### src/rtl/cphs_pkg.sv
package cphs_pkg;
  typedef enum logic [1:0] {PH_FIRST = 2'd0, PH_BUSY = 2'd1, PH_INTR = 2'd2, PH_DATA = 2'd3} cp_phase_e;
  typedef enum logic [1:0] {RS_READY = 2'd0, RS_BUSY = 2'd1, RS_CANT = 2'd2, RS_INC = 2'd3} cp_resp_e;
  typedef enum logic [1:0] {OP_REG = 2'd0, OP_LOAD = 2'd1, OP_STORE = 2'd2, OP_RSVD = 2'd3} cp_op_e;
  typedef enum logic [1:0] {OC_OK = 2'd0, OC_UNDEF = 2'd1, OC_ABORT = 2'd2, OC_INTR = 2'd3} outcome_e;
  typedef enum logic [1:0] {IK_RESET = 2'd0, IK_FIQ = 2'd1, IK_IRQ = 2'd2, IK_NONE = 2'd3} intr_kind_e;
endpackage

### src/rtl/cphs_irq_arb.sv
module cphs_irq_arb
  import cphs_pkg::*;
(
  input  logic       reset_req_n,
  input  logic       fiq_req,
  input  logic       irq_req,
  input  logic       fiq_mask,
  input  logic       irq_mask,
  output logic       pending,
  output intr_kind_e kind
);
  logic fiq_live, irq_live;

  assign fiq_live = fiq_req && !fiq_mask;
  assign irq_live = irq_req && !irq_mask;
  assign pending  = !reset_req_n || fiq_live || irq_live;

  always_comb begin
    if (!reset_req_n)  kind = IK_RESET;
    else if (fiq_live) kind = IK_FIQ;
    else if (irq_live) kind = IK_IRQ;
    else               kind = IK_NONE;
  end
endmodule

### src/rtl/cphs_addr_ctr.sv
module cphs_addr_ctr #(
  parameter int ADDR_W = 32,
  parameter int STEP   = 4
) (
  input  logic              clk,
  input  logic              rst_n,
  input  logic              load,
  input  logic [ADDR_W-1:0] load_val,
  input  logic              step,
  output logic [ADDR_W-1:0] addr
);
  localparam logic [ADDR_W-1:0] STEP_V = ADDR_W'(STEP);

  always_ff @(posedge clk or negedge rst_n) begin
    if (!rst_n)    addr <= '0;
    else if (load) addr <= load_val;
    else if (step) addr <= addr + STEP_V;
  end
endmodule

### src/rtl/cphs_outcome.sv
module cphs_outcome
  import cphs_pkg::*;
(
  input  logic       clk,
  input  logic       rst_n,
  input  logic       fin,
  input  outcome_e   fin_oc,
  input  intr_kind_e fin_kind,
  input  logic       fin_wb,
  output logic       done,
  output logic       exc_undef,
  output logic       exc_abort,
  output logic       exc_intr,
  output logic [1:0] intr_kind,
  output logic       wb_req
);
  logic       done_q, wb_q;
  outcome_e   oc_q;
  intr_kind_e kind_q;

  always_ff @(posedge clk or negedge rst_n) begin
    if (!rst_n) begin
      done_q <= 1'b0;
      wb_q   <= 1'b0;
      oc_q   <= OC_OK;
      kind_q <= IK_NONE;
    end else begin
      done_q <= fin;
      if (fin) begin
        oc_q   <= fin_oc;
        wb_q   <= fin_wb;
        kind_q <= (fin_oc == OC_INTR) ? fin_kind : IK_NONE;
      end
    end
  end

  assign done      = done_q;
  assign exc_undef = done_q && (oc_q == OC_UNDEF);
  assign exc_abort = done_q && (oc_q == OC_ABORT);
  assign exc_intr  = done_q && (oc_q == OC_INTR);
  assign intr_kind = done_q ? kind_q : IK_NONE;
  assign wb_req    = done_q && wb_q;

  // the outcome flags are mutually exclusive and never outlive the pulse
  assert_onehot_R10: assert property (@(posedge clk) disable iff (!rst_n)
    $onehot0({exc_undef, exc_abort, exc_intr}));
  assert_pulse_R10: assert property (@(posedge clk) disable iff (!rst_n)
    done && !fin |=> !done);
endmodule

### src/rtl/cp_handshake_seq.sv
module cp_handshake_seq
  import cphs_pkg::*;
#(
  parameter int ADDR_W = 32,
  parameter int DATA_W = 32,
  parameter int CP_W   = 4,
  localparam int NUM_CP = 1 << CP_W
) (
  input  logic              clk,
  input  logic              rst_n,
  input  logic              start_valid,
  output logic              start_ready,
  input  logic [1:0]        start_op,
  input  logic [CP_W-1:0]   start_cp,
  input  logic [ADDR_W-1:0] start_addr,
  input  logic              start_wb,
  input  logic              early_abort,
  input  logic [NUM_CP-1:0] cp_present,
  output logic              cp_req,
  output logic [CP_W-1:0]   cp_sel,
  output logic [1:0]        cp_phase,
  output logic [DATA_W-1:0] cp_wdata,
  input  logic [1:0]        cp_resp,
  input  logic [DATA_W-1:0] cp_rdata,
  output logic              mem_valid,
  input  logic              mem_ready,
  output logic              mem_we,
  output logic [ADDR_W-1:0] mem_addr,
  output logic [DATA_W-1:0] mem_wdata,
  input  logic [DATA_W-1:0] mem_rdata,
  input  logic              mem_abort,
  input  logic              reset_req_n,
  input  logic              fiq_req,
  input  logic              irq_req,
  input  logic              fiq_mask,
  input  logic              irq_mask,
  output logic              done,
  output logic              exc_undef,
  output logic              exc_abort,
  output logic              exc_intr,
  output logic [1:0]        intr_kind,
  output logic              wb_req
);
  localparam int STEP = DATA_W / 8;

  typedef enum logic [3:0] {
    S_IDLE, S_ASK, S_WAIT, S_ABANDON, S_LD_MEM, S_LD_DATA, S_ST_DATA, S_ST_MEM, S_DONE
  } state_e;

  state_e      state, nxt;
  cp_op_e      op_q;
  logic [CP_W-1:0]   cp_q;
  logic        wbit_q, early_q, asked_q, more_q;
  logic [DATA_W-1:0] word_q;
  intr_kind_e  kind_q;

  logic        arb_pending;
  intr_kind_e  arb_kind;
  logic        addr_load, addr_step;
  logic [ADDR_W-1:0] addr;
  logic        fin, fin_wb, cap_mem, cap_cp;
  outcome_e    fin_oc;
  cp_resp_e    resp;
  logic        xfer_op;

  assign resp    = cp_resp_e'(cp_resp);
  assign xfer_op = (op_q == OP_LOAD) || (op_q == OP_STORE);

  cphs_irq_arb u_arb (
    .reset_req_n (reset_req_n),
    .fiq_req     (fiq_req),
    .irq_req     (irq_req),
    .fiq_mask    (fiq_mask),
    .irq_mask    (irq_mask),
    .pending     (arb_pending),
    .kind        (arb_kind)
  );

  cphs_addr_ctr #(.ADDR_W(ADDR_W), .STEP(STEP)) u_addr (
    .clk      (clk),
    .rst_n    (rst_n),
    .load     (addr_load),
    .load_val (start_addr),
    .step     (addr_step),
    .addr     (addr)
  );

  cphs_outcome u_out (
    .clk       (clk),
    .rst_n     (rst_n),
    .fin       (fin),
    .fin_oc    (fin_oc),
    .fin_kind  (kind_q),
    .fin_wb    (fin_wb),
    .done      (done),
    .exc_undef (exc_undef),
    .exc_abort (exc_abort),
    .exc_intr  (exc_intr),
    .intr_kind (intr_kind),
    .wb_req    (wb_req)
  );

  // next-state and handshake decode
  always_comb begin
    nxt         = state;
    start_ready = 1'b0;
    cp_req      = 1'b0;
    cp_phase    = PH_FIRST;
    mem_valid   = 1'b0;
    mem_we      = 1'b0;
    addr_load   = 1'b0;
    addr_step   = 1'b0;
    fin         = 1'b0;
    fin_oc      = OC_OK;
    fin_wb      = 1'b0;
    cap_mem     = 1'b0;
    cap_cp      = 1'b0;
    unique case (state)
      S_IDLE: begin
        start_ready = 1'b1;
        if (start_valid) begin
          addr_load = 1'b1;
          if (!cp_present[start_cp]) begin
            fin    = 1'b1;
            fin_oc = OC_UNDEF;
          end else begin
            nxt = S_ASK;
          end
        end
      end
      S_ASK: begin
        cp_req   = 1'b1;
        cp_phase = asked_q ? PH_BUSY : PH_FIRST;
        if (resp == RS_BUSY) begin
          nxt = S_WAIT;
        end else if (resp == RS_CANT) begin
          fin    = 1'b1;
          fin_oc = OC_UNDEF;
        end else if (op_q == OP_LOAD) begin
          nxt = S_LD_MEM;
        end else if (op_q == OP_STORE) begin
          nxt = S_ST_DATA;
        end else begin
          fin = 1'b1;
        end
      end
      S_WAIT: begin
        nxt = arb_pending ? S_ABANDON : S_ASK;
      end
      S_ABANDON: begin
        cp_req   = 1'b1;
        cp_phase = PH_INTR;
        fin      = 1'b1;
        fin_oc   = OC_INTR;
      end
      S_LD_MEM: begin
        mem_valid = 1'b1;
        if (mem_ready) begin
          if (mem_abort) begin
            fin    = 1'b1;
            fin_oc = OC_ABORT;
            fin_wb = wbit_q && !early_q;
          end else begin
            cap_mem = 1'b1;
            nxt     = S_LD_DATA;
          end
        end
      end
      S_LD_DATA: begin
        cp_req   = 1'b1;
        cp_phase = PH_DATA;
        if (resp == RS_INC) begin
          addr_step = 1'b1;
          nxt       = S_LD_MEM;
        end else begin
          fin    = 1'b1;
          fin_wb = wbit_q;
        end
      end
      S_ST_DATA: begin
        cp_req   = 1'b1;
        cp_phase = PH_DATA;
        cap_cp   = 1'b1;
        nxt      = S_ST_MEM;
      end
      S_ST_MEM: begin
        mem_valid = 1'b1;
        mem_we    = 1'b1;
        if (mem_ready) begin
          if (mem_abort) begin
            fin    = 1'b1;
            fin_oc = OC_ABORT;
            fin_wb = wbit_q && !early_q;
          end else if (more_q) begin
            addr_step = 1'b1;
            nxt       = S_ST_DATA;
          end else begin
            fin    = 1'b1;
            fin_wb = wbit_q;
          end
        end
      end
      S_DONE: nxt = S_IDLE;
      default: nxt = S_IDLE;
    endcase
    if (fin) nxt = S_DONE;
  end

  always_ff @(posedge clk or negedge rst_n) begin
    if (!rst_n) begin
      state   <= S_IDLE;
      op_q    <= OP_REG;
      cp_q    <= '0;
      wbit_q  <= 1'b0;
      early_q <= 1'b0;
      asked_q <= 1'b0;
      more_q  <= 1'b0;
      word_q  <= '0;
      kind_q  <= IK_NONE;
    end else begin
      state <= nxt;
      if (state == S_IDLE && start_valid) begin
        op_q    <= cp_op_e'(start_op);
        cp_q    <= start_cp;
        wbit_q  <= start_wb;
        early_q <= early_abort;
        asked_q <= 1'b0;
      end
      if (state == S_WAIT) begin
        asked_q <= 1'b1;
        kind_q  <= arb_kind;
      end
      if (cap_mem) word_q <= mem_rdata;
      if (cap_cp) begin
        word_q <= cp_rdata;
        more_q <= (resp == RS_INC);
      end
    end
  end

  assign cp_sel    = cp_q;
  assign cp_wdata  = word_q;
  assign mem_addr  = addr;
  assign mem_wdata = word_q;

  // an empty slot ends the instruction as undefined in the next cycle
  assert_absent_R1: assert property (@(posedge clk) disable iff (!rst_n)
    start_valid && start_ready && !cp_present[start_cp] |=> done && exc_undef && !cp_req);
  // a busy answer to a first/busy request leaves the next cycle quiet
  assert_busy_idle_R2: assert property (@(posedge clk) disable iff (!rst_n)
    cp_req && (cp_phase == PH_FIRST || cp_phase == PH_BUSY) && cp_resp == RS_BUSY
    |=> !cp_req && !mem_valid && !done);
  // an interrupt phase is followed by the abandon outcome without writeback
  assert_abandon_R3: assert property (@(posedge clk) disable iff (!rst_n)
    cp_req && cp_phase == PH_INTR |=> done && exc_intr && !wb_req);
  // a refusal after the wait is undefined
  assert_refuse_R5: assert property (@(posedge clk) disable iff (!rst_n)
    cp_req && (cp_phase == PH_FIRST || cp_phase == PH_BUSY) && cp_resp == RS_CANT
    |=> done && exc_undef);
  // an increment after a load data phase reads the next word
  assert_step_R6: assert property (@(posedge clk) disable iff (!rst_n)
    cp_req && cp_phase == PH_DATA && cp_resp == RS_INC && op_q == OP_LOAD
    |=> mem_valid && !mem_we && mem_addr == $past(mem_addr) + ADDR_W'(STEP));
  // an aborted access ends with the data-abort outcome
  assert_abort_R8: assert property (@(posedge clk) disable iff (!rst_n)
    mem_valid && mem_ready && mem_abort |=> done && exc_abort);
  // register-kind instructions never request writeback
  assert_nowb_R9: assert property (@(posedge clk) disable iff (!rst_n)
    wb_req |-> xfer_op);
  // a stalled memory request stays put
  assert_hold_R11: assert property (@(posedge clk) disable iff (!rst_n)
    mem_valid && !mem_ready |=> mem_valid && $stable(mem_addr) && $stable(mem_we) && $stable(mem_wdata));
endmodule

### config.mk
export PLATFORM = sky130hd
export DESIGN_NAME = cp_handshake_seq
export DESIGN_NICKNAME = d
export VERILOG_FILES = /design/src/rtl/cphs_pkg.sv /design/src/rtl/cphs_irq_arb.sv /design/src/rtl/cphs_addr_ctr.sv /design/src/rtl/cphs_outcome.sv /design/src/rtl/cp_handshake_seq.sv
export SDC_FILE = /design/constraint.sdc
export NUM_CORES = 1
export LEC_CHECK = 0
export ABC_AREA = 1
export CELL_PAD_IN_SITES_DETAIL_PLACEMENT = 0
export CELL_PAD_IN_SITES_GLOBAL_PLACEMENT = 1
export CORE_ASPECT_RATIO = 0.5
export CORE_MARGIN = 4
export CORE_UTILIZATION = 29
export CTS_BUF_LIST = sky130_fd_sc_hd__clkbuf_4
export DETAILED_ROUTE_END_ITERATION = 8
export PLACE_DENSITY_LB_ADDON = 0.1
export SYNTH_ARGS = -nofsm -noshare
export SYNTH_HDL_FRONTEND = slang
export SYNTH_SLANG_ARGS = --single-unit
### constraint.sdc
create_clock -name clk -period 1.79 [get_ports clk]
set_input_delay 0.358 -clock clk [delete_from_list [all_inputs] [get_ports clk]]
set_output_delay 0.358 -clock clk [all_outputs]
set_load 0.05 [all_outputs]
After elaboration in Yosys (flattened, before gate mapping)
Cells that the tools add are included.
Storage, ports and cells
  flip-flop bits (word level): 86
  input port bits: 132
  output and inout bits: 113
  logic and storage cells: 137
Cells by class
  add/sub/neg operators: 1
  order comparisons: 1
  equal/unequal tests: 27
  multiplexer cells: 72
  reductions and logical operators: 22
Operator list (number)
  2-to-1 mux 32 bit: 4
  2-to-1 mux 4 bit: 13
  2-to-1 mux 1 bit: 41
  adder 32 x 3 -> 32 bit, second input constant: 1
  one-hot mux 4 bit (8 select lines): 1
  inequality test 3 x 2 -> 1 bit, second input constant: 8
  == test 4 x 3 -> 1 bit, second input constant: 4
  2-to-1 mux 2 bit: 7
  == test 2 bit, second input constant: 6
  AND reduction 11 bit: 1
  == test 4 x 2 -> 1 bit, second input constant: 2
  logical AND 1 bit: 8
  one-hot mux 2 bit (4 select lines): 1
  == test 2 x 1 -> 1 bit, second input constant: 3
  one-hot mux 1 bit (6 select lines): 1
  one-hot mux 2 bit (3 select lines): 1
  nonzero test 2 bit: 3
  less-than comparator 4 x 5 -> 1 bit, second input constant: 1
  inequality test 5 x 4 -> 1 bit, second input constant: 1
  binary-select mux 1 bit (select 4 bit): 1
  == test 4 x 1 -> 1 bit, second input constant: 1
  logical NOT 1 bit: 4
  logical NOT 4 bit: 1
  inequality test 4 x 3 -> 1 bit, second input constant: 1
  6 further kinds: 8

Depth between registers and ports, before layout
Gate-level depths: netlist (run 1).
  depth in word-level cells: 8
  gate-level depth with buffers: 12
  gate-level depth less buffers: 11

Modules after synthesis
Synthesis (run 1) repeated with hierarchy kept, for this count alone.
Unflattened totals
  cells, all modules: 734
  area, all modules: 5273.8 um2
By module, submodules not included
  cp_handshake_seq: times used 1, cells each 375, area an instance 2773.9 um2, sequential area each 1203.7 um2
  cphs_addr_ctr: times used 1, cells each 315, area an instance 2178.3 um2, sequential area each 800.8 um2
  cphs_outcome: times used 1, cells each 35, area an instance 281.5 um2, sequential area each 152.6 um2
  cphs_irq_arb: times used 1, cells each 9, area an instance 40.0 um2, sequential area each 0.0 um2

Worst setup path before layout (run 1)
No wires, ideal clock.
  kind: reg-to-output
  start point: register u_out.done_q, in the netlist u_out.done
  end point: output exc_intr
  arrival: 1.900 ns
  setup slack: -0.468 ns
  stages on the path, launching flop included: 3
  buffers on the path: 0
  path through: dfrtp_1 > inv_1 > nor3_1
Between the ends
  word-level cells in the longest chain between the ends: 1
Ends and longest elaborated chain
  from (decl): line cphs_outcome.sv:17  | logic done_q, wb_q;
  from (signal assigned): line cphs_outcome.sv:28  | done_q <= fin;
  logical AND 1 bit: line cphs_outcome.sv:40  | assign exc_intr = done_q && (oc_q == OC_INTR);
  to (decl): line cp_handshake_seq.sv:40  | output logic exc_intr,
No other way between the ends.

Worst setup path in the final report (run 1)
  start point: register state[1]
  end point: output cp_req
Between the ends
  word-level cells in the longest chain between the ends: 3
  elaborated cells between the ends (all ways): 6
Ends and longest elaborated chain
  from (decl): line cp_handshake_seq.sv:50  | state_e state, nxt;
  from (signal assigned): line cp_handshake_seq.sv:221  | state <= nxt;
  == test 4 x 3 -> 1 bit, or another cell as far along: line cp_handshake_seq.sv:118  | unique case (state)
  OR reduction 4 bit (no source line) (*)
  2-to-1 mux 1 bit (*): line cp_handshake_seq.sv:118
  to (decl): line cp_handshake_seq.sv:19  | output logic cp_req,
Every way passes the cells marked *; elsewhere a longest branch is shown, timed or not.

==> results by group, run 1 <==
Outcome
  • Run status: complete, but fails checks
  • Failing checks: setup timing

Routing
  • Routed WL per cell: 16.19 um
  • Pre-antenna DRT Iters: 4
  • Initial DRC Count: 231
  • Routed WL: 20,730 um
  • Antenna-violating nets left: 0
  • Vias per std cell: 4.685
  • DRC viols: 0
  • Via count: 6,001

Timing
  • Final setup viols: 30
  • RSZ-0062 raised after global routing: yes
  • Final hold violations: 0
  • Relative slew margins: 0.7013
  • Tcrit/Tclk final: 1.128
  • Max Freq: 0.4953 GHz
  • Final slew viol count: 0
  • Final WS setup: -229.0 ps
  • Period minus WS final: 2019 ps
  • Least-Margin Pin Slew: 448.0 ps
  • Clock skew: 16.25 ps

Layout
  • Final core utilization: 0.5012
  • Final layout net count: 1,175
  • Commonest non-fill, non-tap cells in the layout: 225 x nand2_1, 162 x buf_4, 130 x clkdlybuf4s50_1
  • Design area: 8848 sq um
  • Layout area overhead: 66.52%
  • Layout cells sized above 1: 0.2782
  • Commonest non-fill, non-tap cell in the layout: nand2_1

Pwr
  • Total power draw: 16.36 mW
  • Pwr/cell area: 1849 nW/um^2
  • LEAKAGE: 4.162 nW
  • Peak supply drop: 0.001427 V

Critical path
  • Crit path max-delay family: buffers and inverters
  • Critical-path cell list: buf_4 > nand2_4 > nor2_1 > inv_1 > buf_6 > nand3_4 > buf_12
  • CP Launch Type: flip-flop
  • Slowest cell on the critical path: dfrtp_2
  • WP data required: 1430 ps
  • CP endpoint kind: primary output
  • WP data arrival: 1660 ps
  • Critical path class: flip-flop to primary output
  • CP bufs+invs: 4
  • Max stage delay on crit path: 480 ps
  • Worst Path Max Fanout: 4

Floorplan
  • Die Span X: 199.4 um
  • Die height: 103.7 um
  • I/O pin total: 245
  • Die area: 20,680 sq um
  • Core outline area: 17,650 sq um
  • Rows: 34
  • Initial Util: 0.3010

CTS
  • Worst skew pair latency: 470 ps
  • H-tree depth: 3
  • TritonCTS clock tree: done
  • Worst-path clk slew: 150 ps
  • TritonCTS buffer count: 9
  • Root buf cell: clkbuf_4
  • Total clock sinks: 86
  • Max Buffers Root-to-Sink: 2

Placement
  • Place WS: -195.9 ps
  • DP Wirelength: 15,290 um
  • GPL Wtd Cong: 0.8604
  • Port Buffer Count: 244
  • Post-DP Area: 8170 sq um

Synthesis
  • Average cell area after synthesis: 6.974 sq um
  • Syn Nets: 896
  • Post-Syn Area: 5314 sq um
  • Synth warnings: 0
  • Top_reg_cell synth: dfrtp_1
  • Post-synth EDFFs: 0
  • Synthesized flop and latch total: 86
  • Ys async rst share: 1.000
  • Synth cell types: 37
  • Seq/Total Area, Yosys: 0.4059
  • Gate Count Post-Synth: 762

Worst hold path
  • Worst min path class: input port to asynchronous set/reset pin

Global route
  • First-pass GRT wire length: 31,040 um
  • Number of global-route vias before repair: 6,007
  • Largest net degree at the start of global routing: 65
  • GRT overflow: 0
  • Gr usage total: 0.1870
  • Initial antenna violation count: 1

Run
  • Max_cap viols: 0
## kinds of logic after synthesis
logic type               count (synthesis)  share of synthesized area
flip-flops                              86                     0.4059
XOR/XNOR                                 6                   0.009889
AO/OA/AOI/OAI                          108                     0.1196
buffers and inverters                  139                     0.1274
adder cells (fa/ha/maj)                  2                   0.004708
AND/OR/NAND/NOR                        421                     0.3325
## worst reg2reg max path: cells and delay by family, from the launching register on
| family | cells | cell delay [ps] |
|---|---|---|
| buffers and inverters | 7 | 740 |
| DFF | 1 | 520 |
| and+or+nand+nor | 3 | 290 |
| AOI/OAI and AO/OA | 2 | 210 |
## worst paths after layout
path / from / to / slack, ps / depth (start not counted)
worst max-delay path: state[1] / cp_req / -230 / 7
worst min-delay path: rst_n / cp_wdata[7] / 210 / 2
worst max register to register: state[0] / cp_wdata[8] / -30 / 12
worst min register to register: kind_q[1] / kind_q[1] / 480 / 2
max in group asynchronous: rst_n / state[0] / 910 / 3
min in group clk: early_abort / early_q / 410 / 3
## cells in the mapped netlist (3+ instances only)
| library cell | number | area, sq um |
|---|---|---|
| a31oi_1 | 34 | 212.7 |
| o21ai_0 | 50 | 250.2 |
| clkbuf_1 | 7 | 26.28 |
| dfstp_2 | 4 | 105.1 |
| inv_2 | 4 | 15.01 |
| dfrtp_1 | 82 | 2052 |
| a21oi_1 | 8 | 40.04 |
| buf_4 | 37 | 277.8 |
| xor2_1 | 6 | 52.55 |
| inv_1 | 75 | 281.5 |
| or2_2 | 8 | 50.05 |
| nand4_1 | 4 | 25.02 |
| nand2_1 | 233 | 874.6 |
| buf_2 | 13 | 65.06 |
| o22ai_1 | 3 | 18.77 |
| nand3_1 | 58 | 290.3 |
| nor2_1 | 88 | 330.3 |
| nor3_1 | 19 | 95.09 |
## metal layers
layer  routed length (um)  track usage
met5                    0            0
met2                10120       0.3215
met3                 1379      0.05936
met1                 8916       0.2302
met4                  314      0.04021
## power breakdown
group	switching (mW)	internal, mW	total (mW)	leakage, nW
logic	7.39	3.95	11.3	3.07
clock network	0.751	0.428	1.18	0.0704
registers	0.938	2.91	3.84	1.02
## registers in the layout, indices dropped and copies added, names as in the netlist, 2 cells and up
register      count
u_addr.addr      32
cp_sel            4
u_out.kind_q      2
op_q              2
kind_q            2
u_out.oc_q        2
cp_wdata         32
state             4
## cell type report
cell class                 count  area, sq um
tap                          234        292.8
antenna                        1        2.502
clock buffer                   9        67.56
inverter                      80        312.8
clock inverter                 7        71.32
fill                        1743         8806
timing repair buffer         327         3171
multi-input combinational    537         2764
sequential                    86         2167
## per-stage QoR
step | hold slack (ps) | std cells | setup TNS (ps)
floorplan | 62.41 | 762 | -1603
global placement | 179.5 | 1238 | -5738
detailed placement | 179.5 | 1238 | -7210
CTS | 172.3 | 1262 | -1286
global route | 174.6 | 1281 | -7265
finish | 213.9 | 1281 | -1328
## repair_timing
item,in CTS,in global routing
gates cloned,0,7
setup buffers,8,12
gates resized for setup,27,42
endpoints found under the setup margin,11,67
hold endpoints to repair,82,0
pin swaps,7,12
hold buffers,1,0
(Power assumes the default switching activity.)
==> inputs of run 2 (changes only) <==
Settings changed: PLACE_DENSITY_LB_ADDON 0.1 to 0.08.
==> run 2 against run 1 <==
  * The run still ends with setup timing left
  * Sequential share of layout area is 0.19 points lower
  * Combinational power hardly changed
  * Core utilization is 0.43 points higher
  * Clock skew is 4.7 ps lower
  * Design area is 0.85% higher
  * Fmax is 0.71% lower
  * First-iteration DRC count is 20% higher
  * Via count is 0.62% lower
  * Power is 1.0% higher
  * Critical path depth stayed put
  * Global-route usage is 0.29 points higher
  * Critical path type unchanged
  * Critical endpoint is now cp_phase[0]
  * Largest power group unchanged
  * Highest routed layer is now met5
==> results by group, run 2 (synthesized netlist as in run 1, its figures left out) <==
Outcome
  • Run status: complete, but fails checks
  • Failing checks: setup timing

Placement
  • Placed cells: 1,240
  • GPL Wtd Cong: 0.8072
  • DP Wirelength: 15,550 um
  • Port Buffer Count: 244

Routing
  • Vias per std cell: 4.645
  • Pre-antenna DRT Iters: 7
  • Via count: 5,964
  • Met2 wire len: 10,670 um
  • DRC viols: 0
  • Initial DRC Count: 278
  • Top Metal Used: met5
  • Routed WL per cell: 16.79 um
  • Routed WL: 21,560 um
  • Wire length on met3: 1592 um
  • Antenna-violating nets left: 0
  • Metal-1 WL: 9116 um

Layout
  • Final layout net count: 1,179
  • Layout Cells excl Fill: 1,284
  • Commonest non-fill, non-tap cell in the layout: nand2_1
  • Layout cells sized above 1: 0.2876
  • Commonest non-fill, non-tap cells in the layout: 225 x nand2_1, 158 x buf_4, 130 x clkdlybuf4s50_1
  • Final core utilization: 0.5055
  • Diodes inserted: 0
  • Layout area overhead: 67.93%
  • Fill cells: 1,738

Timing
  • Tcrit/Tclk final: 1.136
  • Period minus WS final: 2033 ps
  • RSZ-0062 raised after global routing: yes
  • Least-Margin Pin Slew: 423.7 ps
  • Clock skew: 11.51 ps
  • Final setup viols: 39
  • Final WS setup: -243.4 ps
  • Final hold violations: 0
  • Relative slew margins: 0.7176
  • Final slew viol count: 0
  • Max Freq: 0.4918 GHz

Critical path
  • Worst Path Max Fanout: 4
  • CP endpoint kind: primary output
  • Critical path class: flip-flop to primary output
  • R2R Path Start: state[0]
  • CP Launch Type: flip-flop
  • Cell count of the worst reg-to-reg path: 11
  • WP data arrival: 1680 ps
  • WP data required: 1430 ps
  • Worst setup startpoint: state[0]

Floorplan
  • Die height: 103.7 um
  • Die area: 20,680 sq um
  • Initial Util: 0.3010
  • Rows: 34
  • Die Span X: 199.4 um
  • I/O pin total: 245
  • Core outline area: 17,650 sq um

CTS
  • Worst-path clk slew: 150 ps
  • Max Buffers Root-to-Sink: 2
  • Worst skew pair latency: 470 ps
  • Root buf cell: clkbuf_4
  • TritonCTS clock tree: done
  • TritonCTS buffer count: 9
  • H-tree depth: 3
  • Total clock sinks: 86

Pwr
  • Pwr/cell area: 1853 nW/um^2
  • Peak supply drop: 0.001508 V
  • Total power draw: 16.53 mW
  • LEAKAGE: 4.174 nW

Run
  • Max_cap viols: 0

Global route
  • Initial antenna violation count: 1
  • Number of global-route vias before repair: 5,882
  • First-pass GRT wire length: 31,460 um
  • Largest net degree at the start of global routing: 65
  • Gr usage total: 0.1899
  • GRT overflow: 0

Worst hold path
  • Worst min path class: input port to asynchronous set/reset pin
run 2: changes by cell type in the layout (fill, tap and decap cells not counted), sizes merged:
| cell | before | now |
|---|---|---|
| buf | 192 | 193 |
| diode | 1 | 0 |
| bufinv | 1 | 0 |
| clkinvlp | 2 | 3 |
| inv | 81 | 79 |
| clkbuf | 13 | 20 |
| clkinv | 3 | 1 |
run 2: worst paths after layout:
| check | to | slack (ps) |
|---|---|---|
| worst max-delay path | cp_phase[0] | -240 |
| worst min-delay path | op_q[1] | 300 |
| worst max register to register | cp_wdata[13] | -60 |
| worst min register to register | kind_q[1] | 480 |
| max in group asynchronous | u_addr.addr[7] | 950 |
| min in group clk | u_addr.addr[1] | 410 |
run 2: layout make-up:
class	count	area, sq um	area share
inverters	80	317.8	0.03561
multi-input cells	537	2790	0.3127
well taps	234	292.8	0.03281
repair buffers	331	3234	0.3625
clock buffers	13	97.59	0.01094
flip-flops and latches	86	2168	0.2430
clock inverters	3	22.52	0.002524
run 2: stage by stage:
step	setup slack (ps)	TNS (ps)	area [sq um]	hold WS [ps]
6_report	-243.4	-2085	8924	297.6
5_1_grt	-341.7	-8006	8924	297.7
3_5_place_dp	-182.4	-5373	8173	280.2
4_1_cts	-244.5	-1201	8426	271.1
2_1_floorplan	-152.7	-1603	5512	62.41
3_3_place_gp	-166.5	-3794	8173	276.5
run 2: metal layers:
layer	global-route usage	vias to the layer above
li1	-	2995
met1	0.2346	2796
met2	0.3312	157
met3	0.06357	14
met4	0.02471	2
met5	0	-
run 2: worst max-delay path: stages (launching register included):
cell     delay [ps]
dfrtp_2         490
buf_6           140
nor2_2          100
inv_2            70
nor2_4          110
nor2_4           70
o21ai_4          70
buf_12          160
run 2: power by group:
part	internal [mW]	total, mW	switching (mW)
sequential	2.91	3.86	0.952
clock	0.349	1.07	0.725
combinational	4.10	11.6	7.50
run 2: what timing repair did:
| item | CTS | global route |
|---|---|---|
| hold buffers | 1 | 0 |
| buffers inserted | 8 | 10 |
| pin swaps | 9 | 10 |
| endpoints found under the hold margin | 13 | 0 |
| setup endpoints to repair | 11 | 41 |
| gates cloned | 0 | 11 |
| gates resized for setup | 27 | 57 |
==> inputs of run 3 (changes only) <==
Settings changed: PLACE_DENSITY set to 0.89, PLACE_DENSITY_LB_ADDON 0.08 to unset.
==> run 3 against run 2 <==
  * Critical path depth down 1
  * Combinational power about the same
  * The run still ends with setup timing left
  * Fmax grew 2.8%
  * Critical path type unchanged
  * Clock skew increased by 12 ps
  * Die area unchanged
  * Sequential cell count did not move
  * Worst setup slack better by 56 ps
  * First-iteration DRC count is 49% higher
  * Largest cell class unchanged
  * Cell count is 0.93% lower
  * Routed wire length decreased by 7.9%
  * Sequential power hardly changed
  * Global-route usage is 1.2 points lower
  * Critical endpoint unchanged
==> results by group, run 3 (synthesized netlist as in run 1, its figures left out) <==
Floorplan
  • I/O pin total: 245
  • Die area: 20,680 sq um
  • Initial Util: 0.3010
  • Die height: 103.7 um
  • Rows: 34
  • Die Span X: 199.4 um
  • Core outline area: 17,650 sq um

Routing
  • DRC viols: 0
  • Pre-antenna DRT Iters: 7
  • Routed WL per cell: 15.61 um
  • Antenna-violating nets left: 0
  • Via count: 6,031
  • Routed WL: 19,850 um
  • Initial DRC Count: 415
  • Vias per std cell: 4.741

Timing
  • Final WS setup: -187.8 ps
  • Clock skew: 23.90 ps
  • Final hold violations: 0
  • Final slew viol count: 0
  • Max Freq: 0.5056 GHz
  • Sum of negative setup slack: -2441 ps
  • Least-Margin Pin Slew: 368.8 ps
  • RSZ-0062 raised after global routing: yes
  • Relative slew margins: 0.7542
  • Worst hold slack: 329.0 ps
  • Final setup viols: 32
  • Period minus WS final: 1978 ps
  • Tcrit/Tclk final: 1.105

Global route
  • Initial antenna violation count: 1
  • First-pass GRT wire length: 30,160 um
  • Number of global-route vias before repair: 5,985
  • GRT overflow: 0
  • Gr usage total: 0.1782
  • Largest net degree at the start of global routing: 65

Critical path
  • WP data required: 1430 ps
  • Reg-to-reg endpoint: u_addr.addr[13]
  • CP endpoint kind: primary output
  • Max stage delay on crit path: 490 ps
  • R2R Path Start: state[1]
  • WP data arrival: 1620 ps
  • Slack of the worst reg-to-reg path: -160 ps
  • Worst setup startpoint: state[1]
  • Worst path most repeated cell: inv_2
  • Worst Path Max Fanout: 5
  • Cell count of the worst reg-to-reg path: 10
  • Setup crit end: cp_phase[0]
  • Critical path class: flip-flop to primary output
  • Slowest cell on the critical path: dfrtp_2
  • CP Launch Type: flip-flop
  • Critical-path cell list: inv_2 > nand2_2 > nor2_4 > inv_2 > o21ai_2 > buf_12

Pwr
  • LEAKAGE: 4.108 nW
  • Total power draw: 16.32 mW
  • Pwr/cell area: 1865 nW/um^2
  • Peak supply drop: 0.001186 V

CTS
  • Max Buffers Root-to-Sink: 2
  • TritonCTS clock tree: done
  • H-tree depth: 3
  • Worst skew pair latency: 470 ps
  • Root buf cell: clkbuf_4
  • TritonCTS buffer count: 9
  • Total clock sinks: 86
  • Worst-path clk slew: 160 ps

Layout
  • Final layout net count: 1,167
  • Layout cells sized above 1: 0.2787
  • Commonest non-fill, non-tap cells in the layout: 225 x nand2_1, 157 x buf_4, 130 x clkdlybuf4s50_1
  • Commonest non-fill, non-tap cell in the layout: nand2_1
  • Layout area overhead: 64.70%

Outcome
  • Failing checks: setup timing
  • Run status: complete, but fails checks

Run
  • Max_cap viols: 0

Placement
  • GPL Wtd Cong: 0.8777
  • Port Buffer Count: 244
  • DP Wirelength: 14,610 um

Worst hold path
  • Worst min path class: input port to asynchronous set/reset pin
-- run 3: cell types whose count changed in the layout (fill, tap and decap cells not counted), moves of 3 or more --
cell / previous run / this run
buf_6: 13 / 7
clkbuf_4: 13 / 10
clkinv_4: 0 / 3
o21ai_2: 5 / 8
-- run 3: repair_timing --
item	CTS	global route
endpoints found under the setup margin	13	71
cloned	1	6
pin swaps	7	8
gates resized for setup	25	49
buffers inserted	9	11
endpoints found under the hold margin	20	0
hold buffers	1	0
-- run 3: how the worst min path moves through the flow --
stage / from / end / cells past startpoint
2_1_floorplan: rst_n / asked_q / 0
3_3_place_gp: rst_n / u_addr.addr[29] / 1
3_5_place_dp: rst_n / u_addr.addr[29] / 1
4_1_cts: rst_n / u_addr.addr[21] / 2
5_1_grt: rst_n / u_addr.addr[21] / 2
6_report: rst_n / u_addr.addr[26] / 2
-- run 3: area by class of cell --
class | instances | area (sq um)
Sequential cell | 86 | 2166
Antenna cell | 1 | 2.502
Clock inverter | 5 | 37.54
Tap cell | 234 | 292.8
Multi-Input combinational cell | 537 | 2774
Fill cell | 1702 | 8902
Inverter | 80 | 322.8
Clock buffer | 10 | 75.07
Timing Repair Buffer | 319 | 3082
-- run 3: stage by stage --
| stage | std cells | cell area [sq um] | util | setup WS [ps] |
|---|---|---|---|---|
| floorplan | 762 | 5512 | - | -152.7 |
| CTS | 1254 | 8362 | 0.4736 | -196.9 |
| finish | 1272 | 8752 | 0.4957 | -187.8 |
| global route | 1272 | 8752 | 0.4957 | -271.4 |
| global placement | 1228 | 8070 | 0.4571 | -136.9 |
| detailed placement | 1228 | 8070 | 0.4571 | -198.5 |
-- run 3: worst max-delay path, delay by kind of cell, from the launching register on --
family	cells	cell delay [ps]
AND/OR/NAND/NOR	2	180
flip-flops	1	490
buffers and inverters	3	320
AO/OA/AOI/OAI	1	160
-- run 3: where the power goes --
part           switching, mW  internal (mW)
logic                   7.45           3.99
clock network          0.725          0.297
registers              0.956           2.91
total                   9.13           7.19
-- run 3: routing by layer --
metal,vias to the layer above,track usage,wire length (um)
met5,-,0,0
met4,0,0.04118,344
met3,37,0.04152,1281
met2,222,0.3145,9834
met1,2806,0.2209,8394
li1,2966,-,-
